### config.mk
export PLATFORM = sky130hd
export DESIGN_NAME = fs_reset_pulse
export DESIGN_NICKNAME = d
export VERILOG_FILES = /design/src/rtl/rstc_pkg.sv /design/src/rtl/rstc_edge_sync.sv /design/src/rtl/rstc_src_pick.sv /design/src/rtl/rstc_len_cfg.sv /design/src/rtl/rstc_pulse_timer.sv /design/src/rtl/fs_reset_pulse.sv
export SDC_FILE = /design/constraint.sdc
export NUM_CORES = 1
export LEC_CHECK = 0
export BUFFER_PORTS_ARGS = -buffer_cell sky130_fd_sc_hd__buf_2
export CAP_MARGIN = 25
export CELL_PAD_IN_SITES_DETAIL_PLACEMENT = 0
export CELL_PAD_IN_SITES_GLOBAL_PLACEMENT = 1
export CORE_ASPECT_RATIO = 0.6
export CORE_UTILIZATION = 36
export CTS_CLUSTER_DIAMETER = 120
export DETAILED_ROUTE_END_ITERATION = 12
export PLACE_DENSITY_LB_ADDON = 0.08
export SLEW_MARGIN = 20
export SYNTH_ARGS = -nofsm -noshare
export SYNTH_HDL_FRONTEND = slang
export SYNTH_HIERARCHICAL = 1
export SYNTH_SLANG_ARGS = --single-unit
### constraint.sdc
create_clock -name clk -period 2.22 [get_ports clk]
set_input_delay 0.444 -clock clk [delete_from_list [all_inputs] [get_ports clk]]
set_output_delay 0.444 -clock clk [all_outputs]
set_load 0.02 [all_outputs]
### src/rtl/rstc_pkg.sv
package rstc_pkg;
  localparam int NUM_STROBES = 10;
  localparam int SRC_W       = 4;

  typedef enum logic [SRC_W-1:0] {
    SRC_POWER_ON     = 4'd0,
    SRC_LOW_SUPPLY   = 4'd1,
    SRC_STBY_OVERCUR = 4'd2,
    SRC_AUX_SHORT    = 4'd3,
    SRC_FLASH_ENTER  = 4'd4,
    SRC_FLASH_LEAVE  = 4'd5,
    SRC_WAKE         = 4'd6,
    SRC_FS_WAKE      = 4'd7,
    SRC_WDOG         = 4'd8,
    SRC_BAD_MODE     = 4'd9,
    SRC_IRQ_TIMEOUT  = 4'd10,
    SRC_EXTERNAL     = 4'd11
  } rst_src_e;
endpackage

### src/rtl/rstc_edge_sync.sv
module rstc_edge_sync #(
  parameter int STAGES = 2
) (
  input  logic clk,
  input  logic rst,
  input  logic pin,
  input  logic mask,
  output logic fall
);
  logic [STAGES-1:0] sync_q;
  logic              prev_q;

  generate
    if (STAGES == 1) begin : g_one
      always_ff @(posedge clk) begin
        if (rst) sync_q <= '1;
        else     sync_q <= pin;
      end
    end else begin : g_chain
      always_ff @(posedge clk) begin
        if (rst) sync_q <= '1;
        else     sync_q <= {sync_q[STAGES-2:0], pin};
      end
    end
  endgenerate

  always_ff @(posedge clk) begin
    if (rst) prev_q <= 1'b1;
    else     prev_q <= sync_q[STAGES-1];
  end

  assign fall = prev_q & ~sync_q[STAGES-1] & ~mask;
endmodule

### src/rtl/rstc_src_pick.sv
module rstc_src_pick
  import rstc_pkg::*;
(
  input  logic [NUM_STROBES-1:0] evt_req,
  input  logic                   ext_fall,
  output logic                   any_evt,
  output rst_src_e               code
);
  always_comb begin
    code = SRC_POWER_ON;
    if (ext_fall) code = SRC_EXTERNAL;
    for (int i = NUM_STROBES - 1; i >= 0; i--) begin
      if (evt_req[i]) code = rst_src_e'(SRC_W'(i + 1));
    end
  end

  assign any_evt = (|evt_req) | ext_fall;
endmodule

### src/rtl/rstc_len_cfg.sv
module rstc_len_cfg (
  input  logic clk,
  input  logic rst,
  input  logic mode_restart,
  input  logic mode_failsafe,
  input  logic cfg_we,
  input  logic cfg_wdata,
  output logic cfg_long_q,
  output logic long_sel
);
  logic force_long;
  assign force_long = mode_restart | mode_failsafe;

  always_ff @(posedge clk) begin
    if (rst)             cfg_long_q <= 1'b0;
    else if (force_long) cfg_long_q <= 1'b1;
    else if (cfg_we)     cfg_long_q <= cfg_wdata;
  end

  assign long_sel = cfg_long_q | force_long;
endmodule

### src/rtl/rstc_pulse_timer.sv
module rstc_pulse_timer #(
  parameter int SHORT_MS = 1,
  parameter int LONG_MS  = 20,
  localparam int CNT_W   = $clog2(LONG_MS + 2)
) (
  input  logic clk,
  input  logic rst,
  input  logic tick,
  input  logic supply_ok,
  input  logic accept,
  input  logic long_sel,
  output logic pull_low,
  output logic guard
);
  localparam logic [CNT_W-1:0] SHORT_LOAD = CNT_W'(SHORT_MS + 1);
  localparam logic [CNT_W-1:0] LONG_LOAD  = CNT_W'(LONG_MS + 1);

  logic [CNT_W-1:0] left_q;
  logic             por_wait_q;

  always_ff @(posedge clk) begin
    if (rst) begin
      pull_low   <= 1'b1;
      guard      <= 1'b0;
      left_q     <= SHORT_LOAD;
      por_wait_q <= 1'b1;
    end else begin
      if (por_wait_q && supply_ok) por_wait_q <= 1'b0;
      if (accept) begin
        pull_low <= 1'b1;
        guard    <= 1'b0;
        left_q   <= long_sel ? LONG_LOAD : SHORT_LOAD;
      end else if (pull_low) begin
        if (tick && !por_wait_q) begin
          if (left_q == CNT_W'(1)) begin
            pull_low <= 1'b0;
            guard    <= 1'b1;
            left_q   <= '0;
          end else begin
            left_q <= left_q - CNT_W'(1);
          end
        end
      end else if (guard && tick) begin
        guard <= 1'b0;
      end
    end
  end
endmodule

### src/rtl/fs_reset_pulse.sv
module fs_reset_pulse
  import rstc_pkg::*;
#(
  parameter int SHORT_MS    = 1,
  parameter int LONG_MS     = 20,
  parameter int SYNC_STAGES = 2
) (
  input  logic                   clk,
  input  logic                   rst,
  input  logic                   tick_1ms,
  input  logic                   supply_ok,
  input  logic [NUM_STROBES-1:0] evt_req,
  input  logic                   mode_restart,
  input  logic                   mode_failsafe,
  input  logic                   cfg_we,
  input  logic                   cfg_long_wdata,
  input  logic                   rst_line_in,
  output logic                   rst_pull_low,
  output logic [SRC_W-1:0]       rst_src
);
  logic     ext_fall;
  logic     accept;
  logic     guard;
  logic     long_sel;
  logic     cfg_long_q;
  rst_src_e new_code;
  rst_src_e src_q;

  rstc_edge_sync #(.STAGES(SYNC_STAGES)) u_sync (
    .clk  (clk),
    .rst  (rst),
    .pin  (rst_line_in),
    .mask (rst_pull_low | guard),
    .fall (ext_fall)
  );

  rstc_src_pick u_pick (
    .evt_req  (evt_req),
    .ext_fall (ext_fall),
    .any_evt  (accept),
    .code     (new_code)
  );

  rstc_len_cfg u_cfg (
    .clk           (clk),
    .rst           (rst),
    .mode_restart  (mode_restart),
    .mode_failsafe (mode_failsafe),
    .cfg_we        (cfg_we),
    .cfg_wdata     (cfg_long_wdata),
    .cfg_long_q    (cfg_long_q),
    .long_sel      (long_sel)
  );

  rstc_pulse_timer #(.SHORT_MS(SHORT_MS), .LONG_MS(LONG_MS)) u_timer (
    .clk       (clk),
    .rst       (rst),
    .tick      (tick_1ms),
    .supply_ok (supply_ok),
    .accept    (accept),
    .long_sel  (long_sel),
    .pull_low  (rst_pull_low),
    .guard     (guard)
  );

  always_ff @(posedge clk) begin
    if (rst)         src_q <= SRC_POWER_ON;
    else if (accept) src_q <= new_code;
  end

  assign rst_src = src_q;
endmodule

==> impl_metrics.csv, run 1 <==
group,metric,value,unit
outcome,run_status,"completed",
sta,setup_tns,0,ps
grt,overflow,0,
final_layout,diodes,0,
critical_path,crit_fanout,5,
route,detail_route.first_pass.iterations,4,
route,detailroute.via_count,738,
floorplanning,floorplan.die_area,2520,um2
critical_path,cp_num_cells,7,
floorplanning,pin_count,24,
floorplanning,floorplan.rows,13,
route,ratio_of_routed_vias_to_standard_cells,4.89,
final_layout,ff_latch_area,320,um2
floorplanning,die_width,64.2,um
sta,report.final.hold_viol_count,0,
power_and_ir_drop,power.total,0.645,mW
final_layout,num-nets-final,143,
clock_tree,cts_hold_repair.buffers,0,
sta,layout_skew,2.09,ps
power_and_ir_drop,power.density_cell_area,613,nW/um2
clock_tree,cts.sinks,16,
clock_tree,cts-root-to-sink-buffers,2,
clock_tree,cts.root.buffer_cell,"sky130_fd_sc_hd__clkbuf_8",
sta,relSlewSlack,54.4,%
critical_path,critPathMaxStageDelay,350,ps
floorplanning,die_height,39.3,um
run,drv.max_cap_violation_count,0,
floorplanning,initial_core_util,38.3,%
route,route.antenna.remaining_nets,0,
sta,final.min_clock_period,1910,ps
critical_path,crit_path_end_kind,"flop",
critical_path,path_cells,"or2_2 > nor3b_1 > nand2b_1 > a221o_1 > a221oi_2 > mux2i_1 > nor2_1",
critical_path,r2r.worst_path.cells,7,
critical_path,cp_data_arrival_time,2100,ps
route,drt_wl_total,1690,um
grt,antenna_found_initial,0,
power_and_ir_drop,leakage_power_total,0.473,nW
grt,first_pass_grt_wire_length,2820,um
clock_tree,tritoncts_buffers,3,
logic_synthesis,netlist_top_cells_area,"sky130_fd_sc_hd__dfxtp_1 (38%), sky130_fd_sc_hd__mux2i_1 (6.0%), sky130_fd_sc_hd__nor2_1 (5.4%)",
grt,grt_usage,15.3,%
power_and_ir_drop,power.ir.vdd_worst,508,uV
floorplanning,core_area,2180,um2
placed_design,placement.io_buffers,23,
placed_design,finalWeightedCongestion,0.777,
logic_synthesis,synth_async_sr_flop_share,0,%
critical_path,worst-setup-path-type,"reg2reg",
final_layout,post_layout_nonfiller_instances,151,
logic_synthesis,synth_nets,114,
clock_tree,insertion_delay,250,ps
logic_synthesis,synth_top_cell_area_share,38.4,%
grt,largest_net_degree_at_the_start_of_global_routing,15,
final_layout,multi_input_comb_area,490,um2
clock_tree,htree_levels,1,
clock_tree,clock_tree_from_tritoncts,"done",
logic_synthesis,synth_edf_count,0,
clock_tree,clk_pin_slew,60,ps
sta,timing_max_transition_violations_final,0,
clock_tree,post-cts-setup-buffers,0,
logic_synthesis,synth-main-ff-cell,"sky130_fd_sc_hd__dfxtp_1",
logic_synthesis,syn_area_cell,8.97,um2
grt,first_global_vias,643,
route,drc,0,
route,detail_route.iter0.violations,32,
placed_design,dp.final_hpwl,1350,um
logic_synthesis,synth-seq-cells,16,
critical_path,crit_buf_inv,0,
placed_design,dpl.cell_count,147,
logic_synthesis,post-synth-top-area-cell,"sky130_fd_sc_hd__dfxtp_1",
sta,worstMarginPinSlew,674,ps
route,routedWlPerCell,11.2,um
logic_synthesis,post_synth_inst_count,93,
final_layout,fillerInstances,227,
final_layout,layout-drive-gt1-share,28.9,%
sta,grt_setup_unrepaired,"no",
critical_path,slowest_stage,"sky130_fd_sc_hd__dfxtp_1",
logic_synthesis,synth_cell_types,39,
logic_synthesis,warnings_synthesis,6,
critical_path,critPathRequiredTime,2410,ps
final_layout,area_delta_synth_final,26.1,%
critical_path,worst_path_dominant_cell_family,"simple AND/OR/NAND/NOR gates",
hold_path,hold_depth,2,
hold_path,hold_path.class,"in2reg",
sta,min_period_over_period,86.1,%
critical_path,timing.critical_path.from_type,"flop",
logic_synthesis,syn-cell-area,835,um2
clock_tree,post_cts.resized_instances,0,
logic_synthesis,synth_sequential_area_ratio,38.4,%
sta,final-setup-viol-count,0,
sta,max_freq,523,MHz
-- power breakdown --
group / internal [mW] / switching (mW)
sequential: 0.300 / 0.00880
clock: 0.157 / 0.0954
combinational: 0.0415 / 0.0419
-- synth_stat cells (2+ instances only) --
cell,n
sky130_fd_sc_hd__a31oi_1,2
sky130_fd_sc_hd__nand2_1,3
sky130_fd_sc_hd__ha_1,2
sky130_fd_sc_hd__inv_1,5
sky130_fd_sc_hd__o21ai_0,2
sky130_fd_sc_hd__xnor2_1,2
sky130_fd_sc_hd__nor2_1,12
sky130_fd_sc_hd__or2_1,3
sky130_fd_sc_hd__nand2b_1,2
sky130_fd_sc_hd__nor4_1,2
sky130_fd_sc_hd__nor3_1,5
sky130_fd_sc_hd__a21oi_1,2
sky130_fd_sc_hd__dfxtp_1,16
sky130_fd_sc_hd__nor3b_1,2
sky130_fd_sc_hd__nor2b_1,4
sky130_fd_sc_hd__or2_2,2
sky130_fd_sc_hd__mux2i_1,5
-- worst register-to-register path, stage by stage (launching register included) --
cell and delay (ps):
sky130_fd_sc_hd__dfxtp_1 350, sky130_fd_sc_hd__or2_2 290, sky130_fd_sc_hd__nor3b_1 340, sky130_fd_sc_hd__nand2b_1 110
sky130_fd_sc_hd__a221o_1 330, sky130_fd_sc_hd__a221oi_2 250, sky130_fd_sc_hd__mux2i_1 100, sky130_fd_sc_hd__nor2_1 80
-- state kept, by name (all words and copies together), names as in the netlist --
name                cells
u_sync/sync_q           2
u_timer/guard           1
u_cfg/cfg_long_q        1
u_timer/left_q          5
u_timer/pull_low        1
rst_src                 4
u_timer/por_wait_q      1
u_sync/prev_q           1
-- cell type report --
class / count / share of cell area (%)
multi-input combinational: 71 / 46.6
sequential: 16 / 30.4
timing repair buffer: 25 / 12.4
clock buffer: 4 / 5.23
tap: 30 / 3.57
inverter: 5 / 1.78
-- stage by stage --
step                      setup slack, ps  hold slack, ps  instance area, um2  utilization, %
after floorplan                       250             383                 835               -
after global placement                265             408                 997            45.8
after global routing                 98.5             362                1050            48.3
after CTS                             276             364                1050            48.3
final                                 309             368                1050            48.3
after detailed placement              195             399                 997            45.8
-- layer usage --
layer / up-vias / wire length (um) / global-route usage [%]
met5: - / 0 / 0
met4: 0 / 0 / 3.33
met3: 0 / 84 / 5.23
met2: 16 / 656 / 21.8
met1: 330 / 953 / 21.9
li1: 392 / - / -
-- path summary, 6_finish.rpt --
path	startpoint	to	slack, ps
max	u_timer/pull_low	rst_src[0]	310
min	supply_ok	u_timer/por_wait_q	370
max reg2reg	u_timer/pull_low	rst_src[0]	310
min reg2reg	u_sync/sync_q[0]	u_sync/sync_q[1]	410
-- cells in the final DEF, fill, tap and decap left out, drive strengths merged --
cell type,netlist,final
buf,0,25
dfxtp,16,16
nor2,12,12
mux2i,5,5
nor3,5,5
inv,5,5
or2,5,5
clkbuf,1,4
nor2b,4,4
nand2,3,3
a21oi,2,2
nor4,2,2
nand2b,2,2
nor3b,2,2
xnor2,2,2
a31oi,2,2
o21ai,2,2
ha,2,2
or3,2,2
nand3b,2,2
o31ai,1,1
o2bb2ai,1,1
a221o,1,1
a221oi,1,1
nand3,1,1
nor4b,1,1
or4,1,1
or2b,1,1
or4b,1,1
a21boi,1,1
o32ai,1,1
o21bai,1,1
mux2,1,1
a21o,1,1
o21a,1,1
o211ai,1,1
o41ai,1,1
-- cells by family (layout without fill, tap and decap cells) --
kind of cell	after synthesis	count (layout)	synth area share (%)
simple gates	44	44	30.9
mux	6	6	7.35
buf+inv	6	34	2.85
compound gates	17	17	15.4
xor+xnor	2	2	2.10
flops	16	16	38.4
fa+ha+maj	2	2	3.00
Power figures use the tool's default switching activity.
==> inputs of run 2 (changes only) <==
- CORE_MARGIN: default -> 1.5
- PLACE_DENSITY: default -> 0.71
- PLACE_DENSITY_LB_ADDON: 0.08 -> default
- clock period: 2.22 -> 1.88 ns (I/O delays scaled with it)
==> run 2 against run 1 <==
  * Sequential power grew 18%
  * Sequential share of layout area decreased by 1.1 points
  * Clock power grew 21%
==> impl_metrics.csv, run 2 (synthesis results as in run 1) <==
group,metric,value,unit
critical_path,crit_buf_inv,0,
critical_path,setup.worst_path.end,"rst_src[0]",
clock_tree,insertion_delay,250,ps
critical_path,crit_path_end_kind,"flop",
critical_path,cp_data_arrival_time,1900,ps
final_layout,fillerInstances,217,
power_and_ir_drop,internal-power,0.592,mW
route,detail_route.iter0.violations,15,
route,drc,0,
sta,max_freq,586,MHz
critical_path,cp_num_cells,7,
sta,min_period_over_period,90.8,%
grt,antenna_found_initial,0,
grt,first_pass_grt_wire_length,2700,um
route,detail_route.first_pass.iterations,4,
power_and_ir_drop,power.ir.vdd_worst,431,uV
floorplanning,core_area,2180,um2
final_layout,final_cell_mix,"sky130_fd_sc_hd__buf_2 (23), sky130_fd_sc_hd__dfxtp_1 (15), sky130_fd_sc_hd__nor2_1 (12)",
floorplanning,pin_count,24,
grt,first_global_vias,600,
critical_path,critPathRequiredTime,2070,ps
clock_tree,cts.sinks,16,
sta,final-setup-viol-count,0,
final_layout,diodes,0,
critical_path,crit_fanout,3,
power_and_ir_drop,power.combinational.fraction,13.2,%
floorplanning,die_width,65.2,um
power_and_ir_drop,part_of_the_power_in_the_clock_network,39.5,%
placed_design,dp.final_hpwl,1400,um
final_layout,layout-drive-gt1-share,33.1,%
hold_path,hold_path.class,"in2reg",
route,ratio_of_routed_vias_to_standard_cells,4.92,
route,detailroute.via_count,758,
grt,grt_usage,14.7,%
outcome,run_status,"completed",
clock_tree,clock_tree_from_tritoncts,"done",
power_and_ir_drop,power.density_cell_area,706,nW/um2
route,routedWlPerCell,11.6,um
final_layout,layout.cells.most_common,"sky130_fd_sc_hd__buf_2",
grt,largest_net_degree_at_the_start_of_global_routing,15,
power_and_ir_drop,power.switching,0.182,mW
critical_path,r2r_slack,170,ps
critical_path,crit-reg2reg-capture,"rst_src[0]",
clock_tree,tritoncts_buffers,3,
critical_path,slowest_stage,"sky130_fd_sc_hd__a221o_1",
placed_design,finalWeightedCongestion,0.707,
power_and_ir_drop,leakage_power_total,0.493,nW
route,drt_wl_total,1780,um
clock_tree,clk_pin_slew,60,ps
placed_design,dpl.cell_count,150,
sta,layout_skew,1.11,ps
critical_path,path_cells,"or2_4 > nor3b_4 > nand2b_1 > a221o_1 > a221oi_2 > mux2i_1 > nor2_1",
clock_tree,cts.root.buffer_cell,"sky130_fd_sc_hd__clkbuf_8",
floorplanning,initial_core_util,38.3,%
critical_path,worst_path_dominant_cell_family,"simple AND/OR/NAND/NOR gates",
final_layout,area_delta_synth_final,31.3,%
critical_path,critPathMaxStageDelay,330,ps
critical_path,worst-setup-path-type,"reg2reg",
power_and_ir_drop,power.share.switching,23.5,%
sta,worstMarginPinSlew,337,ps
final_layout,number_of_flip_flops_under_the_largest_register_name,5,
route,route.antenna.remaining_nets,0,
sta,relSlewSlack,77.3,%
sta,fin_hold_ws,312,ps
critical_path,worst_setup_path_startpoint,"u_timer/guard",
sta,report.final.hold_viol_count,0,
critical_path,r2r.worst_path.cells,7,
clock_tree,post-cts-setup-buffers,0,
sta,timing_max_transition_violations_final,0,
clock_tree,cts_hold_repair.buffers,0,
floorplanning,die_height,40.3,um
final_layout,regMostFlops,"u_timer/left_q",
sta,final.min_clock_period,1710,ps
power_and_ir_drop,share_seq_of_total_power,47.3,%
hold_path,hp-start,"rst_line_in",
run,drv.max_cap_violation_count,0,
floorplanning,floorplan.die_area,2630,um2
clock_tree,htree_levels,1,
final_layout,post_layout_nonfiller_instances,154,
floorplanning,floorplan.rows,13,
critical_path,timing.critical_path.from_type,"flop",
final_layout,num-nets-final,146,
grt,overflow,0,
placed_design,placement.io_buffers,23,
sta,grt_setup_unrepaired,"no",
clock_tree,cts-root-to-sink-buffers,2,
critical_path,r2r_path_start,"u_timer/guard",
## run 2: area by class of cell
cell class              instances  area (um2)  area share [%]
inverters                       5        18.8            1.71
flip-flops and latches         16         322            29.3
well taps                      30        37.5            3.42
clock buffers                   4        55.1            5.02
multi-input cells              71         510            46.6
repair buffers                 28         153            13.9
## run 2: metal layers
metal / wire length [um] / global-route usage [%]
met5: 0 / 0
met4: 0 / 1.56
met3: 120 / 7.02
met2: 677 / 20.9
met1: 982 / 20.6
## run 2: power by group through the flow
stage          combinational [mW]  clock, mW  sequential (mW)
6_report                    0.102      0.305            0.366
4_1_cts                     0.102      0.318            0.366
3_3_place_gp               0.0995          0            0.373
2_1_floorplan              0.0520          0            0.375
3_5_place_dp                0.101          0            0.373
5_1_grt                     0.114      0.336            0.368
## run 2: how the worst min path moves through the flow
stage / cells after the start / slack [ps] / endpoint
floorplan: 1 / 380 / u_sync/sync_q[1]
global placement: 1 / 400 / u_sync/sync_q[1]
detailed placement: 1 / 410 / u_sync/sync_q[1]
CTS: 2 / 300 / u_sync/sync_q[0]
global route: 2 / 300 / u_timer/por_wait_q
finish: 2 / 310 / u_sync/sync_q[0]
## run 2: repair_timing
| action | CTS | global route |
|---|---|---|
| hold endpoints to repair | 0 | 0 |
| gates resized for setup | 1 | 3 |
| setup endpoints to repair | 1 | 4 |
## run 2: metrics by stage
stage                     cell area, um2  util [%]  setup TNS (ps)  worst slack [ps]  power [mW]
after global placement              1020      46.8           -4.58             -4.58       0.472
after detailed placement            1020      46.8           -2.37             -2.37       0.474
after CTS                           1080      49.6               0              95.9       0.785
final                               1100      50.3               0               173       0.773
after global routing                1100      50.3               0              61.2       0.818
after floorplan                      836         -               0              31.3       0.427
## run 2: worst reg2reg max path: stages (launching register included)
cell	delay, ps
sky130_fd_sc_hd__dfxtp_1	310
sky130_fd_sc_hd__or2_4	250
sky130_fd_sc_hd__nor3b_4	230
sky130_fd_sc_hd__nand2b_1	90
sky130_fd_sc_hd__a221o_1	330
sky130_fd_sc_hd__a221oi_2	250
sky130_fd_sc_hd__mux2i_1	100
sky130_fd_sc_hd__nor2_1	80
==> inputs of run 3 (changes only) <==
- clock period: 1.88 -> 1.9 ns (I/O delays scaled with it)
==> run 3 against run 2 <==
  * Final area grew 0.23%
  * Total power fell by 1.7%
  * Via count down 1.2%
  * Critical path type unchanged
==> impl_metrics.csv, run 3 (synthesis results as in run 1) <==
group,metric,value,unit
outcome,run_status,"completed",
critical_path,critPathMaxStageDelay,560,ps
sta,report.final.hold_viol_count,0,
grt,first_global_vias,659,
clock_tree,tritoncts_buffers,3,
final_layout,ff_latch_area,323,um2
final_layout,multi_input_comb_area,504,um2
route,route.met2.wl,731,um
route,routed-wl-met3,106,um
sta,timing_max_transition_violations_final,0,
final_layout,number_of_flip_flops_under_the_largest_register_name,5,
clock_tree,insertion_delay,250,ps
final_layout,layout-drive-gt1-share,34.4,%
sta,worstMarginPinSlew,370,ps
final_layout,final_cell_mix,"sky130_fd_sc_hd__buf_2 (23), sky130_fd_sc_hd__dfxtp_1 (14), sky130_fd_sc_hd__nor2_1 (12), sky130_fd_sc_hd__buf_4 (6)",
clock_tree,htree_levels,1,
placed_design,dpl.cell_count,151,
final_layout,area_delta_synth_final,31.6,%
floorplanning,initial_core_util,38.3,%
final_layout,fillerInstances,228,
critical_path,critPathRequiredTime,2080,ps
floorplanning,core_area,2180,um2
critical_path,slowest_stage,"sky130_fd_sc_hd__or4_1",
placed_design,dpl_cell_area,1030,um2
sta,final-setup-viol-count,0,
hold_path,hold_path.class,"in2reg",
floorplanning,floorplan.die_area,2630,um2
critical_path,cp_data_arrival_time,1960,ps
power_and_ir_drop,power.ir.vdd_worst,421,uV
floorplanning,pin_count,24,
grt,overflow,0,
floorplanning,floorplan.rows,13,
sta,relSlewSlack,75.1,%
critical_path,path_cells,"or2_4 > nor3b_2 > buf_4 > nor4_2 > nand3_1 > or4_1 > a31oi_1",
placed_design,finalWeightedCongestion,0.717,
critical_path,timing.critical_path.from_type,"flop",
clock_tree,clk_pin_slew,60,ps
final_layout,final_util,50.4,%
floorplanning,die_height,40.3,um
grt,grt_usage,15.3,%
clock_tree,post_cts.resized_instances,0,
sta,final.min_clock_period,1790,ps
route,drc,0,
route,detail_route.first_pass.iterations,4,
final_layout,regMostFlops,"u_timer/left_q",
clock_tree,cts_hold_repair.buffers,0,
route,ratio_of_routed_vias_to_standard_cells,4.83,
critical_path,worst-setup-path-type,"reg2reg",
clock_tree,cts.root.buffer_cell,"sky130_fd_sc_hd__clkbuf_8",
grt,first_pass_grt_wire_length,2890,um
critical_path,crit_fanout,4,
clock_tree,post-cts-setup-buffers,0,
route,detail_route.iter0.violations,21,
placed_design,placement.io_buffers,23,
clock_tree,cts.sinks,16,
clock_tree,cts-root-to-sink-buffers,2,
sta,layout_skew,3.09,ps
final_layout,layout.cells.most_common,"sky130_fd_sc_hd__buf_2",
power_and_ir_drop,leakage_power_total,0.498,nW
final_layout,num-nets-final,147,
critical_path,crit_path_end_kind,"flop",
route,routedLengthMet1,1000,um
floorplanning,die_width,65.2,um
route,maxUsedRoutingLayer,"met3",
route,routedWlPerCell,11.9,um
sta,setup_tns,0,ps
final_layout,post_layout_nonfiller_instances,155,
route,route.antenna.remaining_nets,0,
sta,max_freq,559,MHz
clock_tree,clock_tree_from_tritoncts,"done",
grt,antenna_found_initial,0,
final_layout,diodes,0,
run,drv.max_cap_violation_count,0,
final_layout,stdcell_area,1100,um2
route,detailroute.via_count,749,
grt,largest_net_degree_at_the_start_of_global_routing,15,
sta,min_period_over_period,94.1,%
power_and_ir_drop,power.density_cell_area,692,nW/um2
route,drt_wl_total,1840,um
placed_design,dp.final_hpwl,1410,um
==> run 3: cell count changes in the layout (fill, tap and decap cells not counted) <==
cell                      change
sky130_fd_sc_hd__buf_4        +1
sky130_fd_sc_hd__dfxtp_1      -1
sky130_fd_sc_hd__dfxtp_2      +1
sky130_fd_sc_hd__nor3b_2      +1
sky130_fd_sc_hd__nor3b_4      -1
==> run 3: cell type report <==
| class | count | share of cell area [%] |
|---|---|---|
| well taps | 30 | 3.42 |
| inverters | 5 | 1.71 |
| multi-input cells | 71 | 45.9 |
| flip-flops and latches | 16 | 29.4 |
| clock buffers | 4 | 5.01 |
| repair buffers | 29 | 14.6 |
==> run 3: final timing paths <==
check              startpoint                 end  slack, ps  depth (start not counted)
max             u_timer/guard   u_timer/left_q[2]        110                          7
min                 supply_ok  u_timer/por_wait_q        310                          2
max reg2reg     u_timer/guard   u_timer/left_q[2]        110                          7
min reg2reg  u_sync/sync_q[0]    u_sync/sync_q[1]        410                          1
==> run 3: metal layers <==
layer / GRT usage [%] / vias up
met1: 21.8 / 334
met5: 0 / -
met2: 22.2 / 16
li1: - / 399
met4: 0 / 0
met3: 7.02 / 0
==> run 3: worst max-delay path: cells and delay by family, from the launching register on <==
family	cells	cell delay, ps
AND/OR/NAND/NOR	5	1070
flip-flops	1	330
AO/OA/AOI/OAI	1	170
buffers and inverters	1	140
==> run 3: power breakdown <==
part | total (mW) | switching (mW) | leakage [nW] | internal, mW
sequential | 0.362 | 0.0109 | 0.132 | 0.351
combinational | 0.102 | 0.0510 | 0.337 | 0.0506
clock | 0.297 | 0.114 | 0.0288 | 0.184
total | 0.761 | 0.175 | 0.498 | 0.585
==> run 3: through the flow <==
stage,power (mW),hold WS [ps],setup slack [ps]
global placement,0.467,399,90.2
detailed placement,0.470,396,43.8
CTS,0.767,310,23.4
global route,0.805,303,-34.3
finish,0.761,314,112
floorplan,0.423,383,51.3
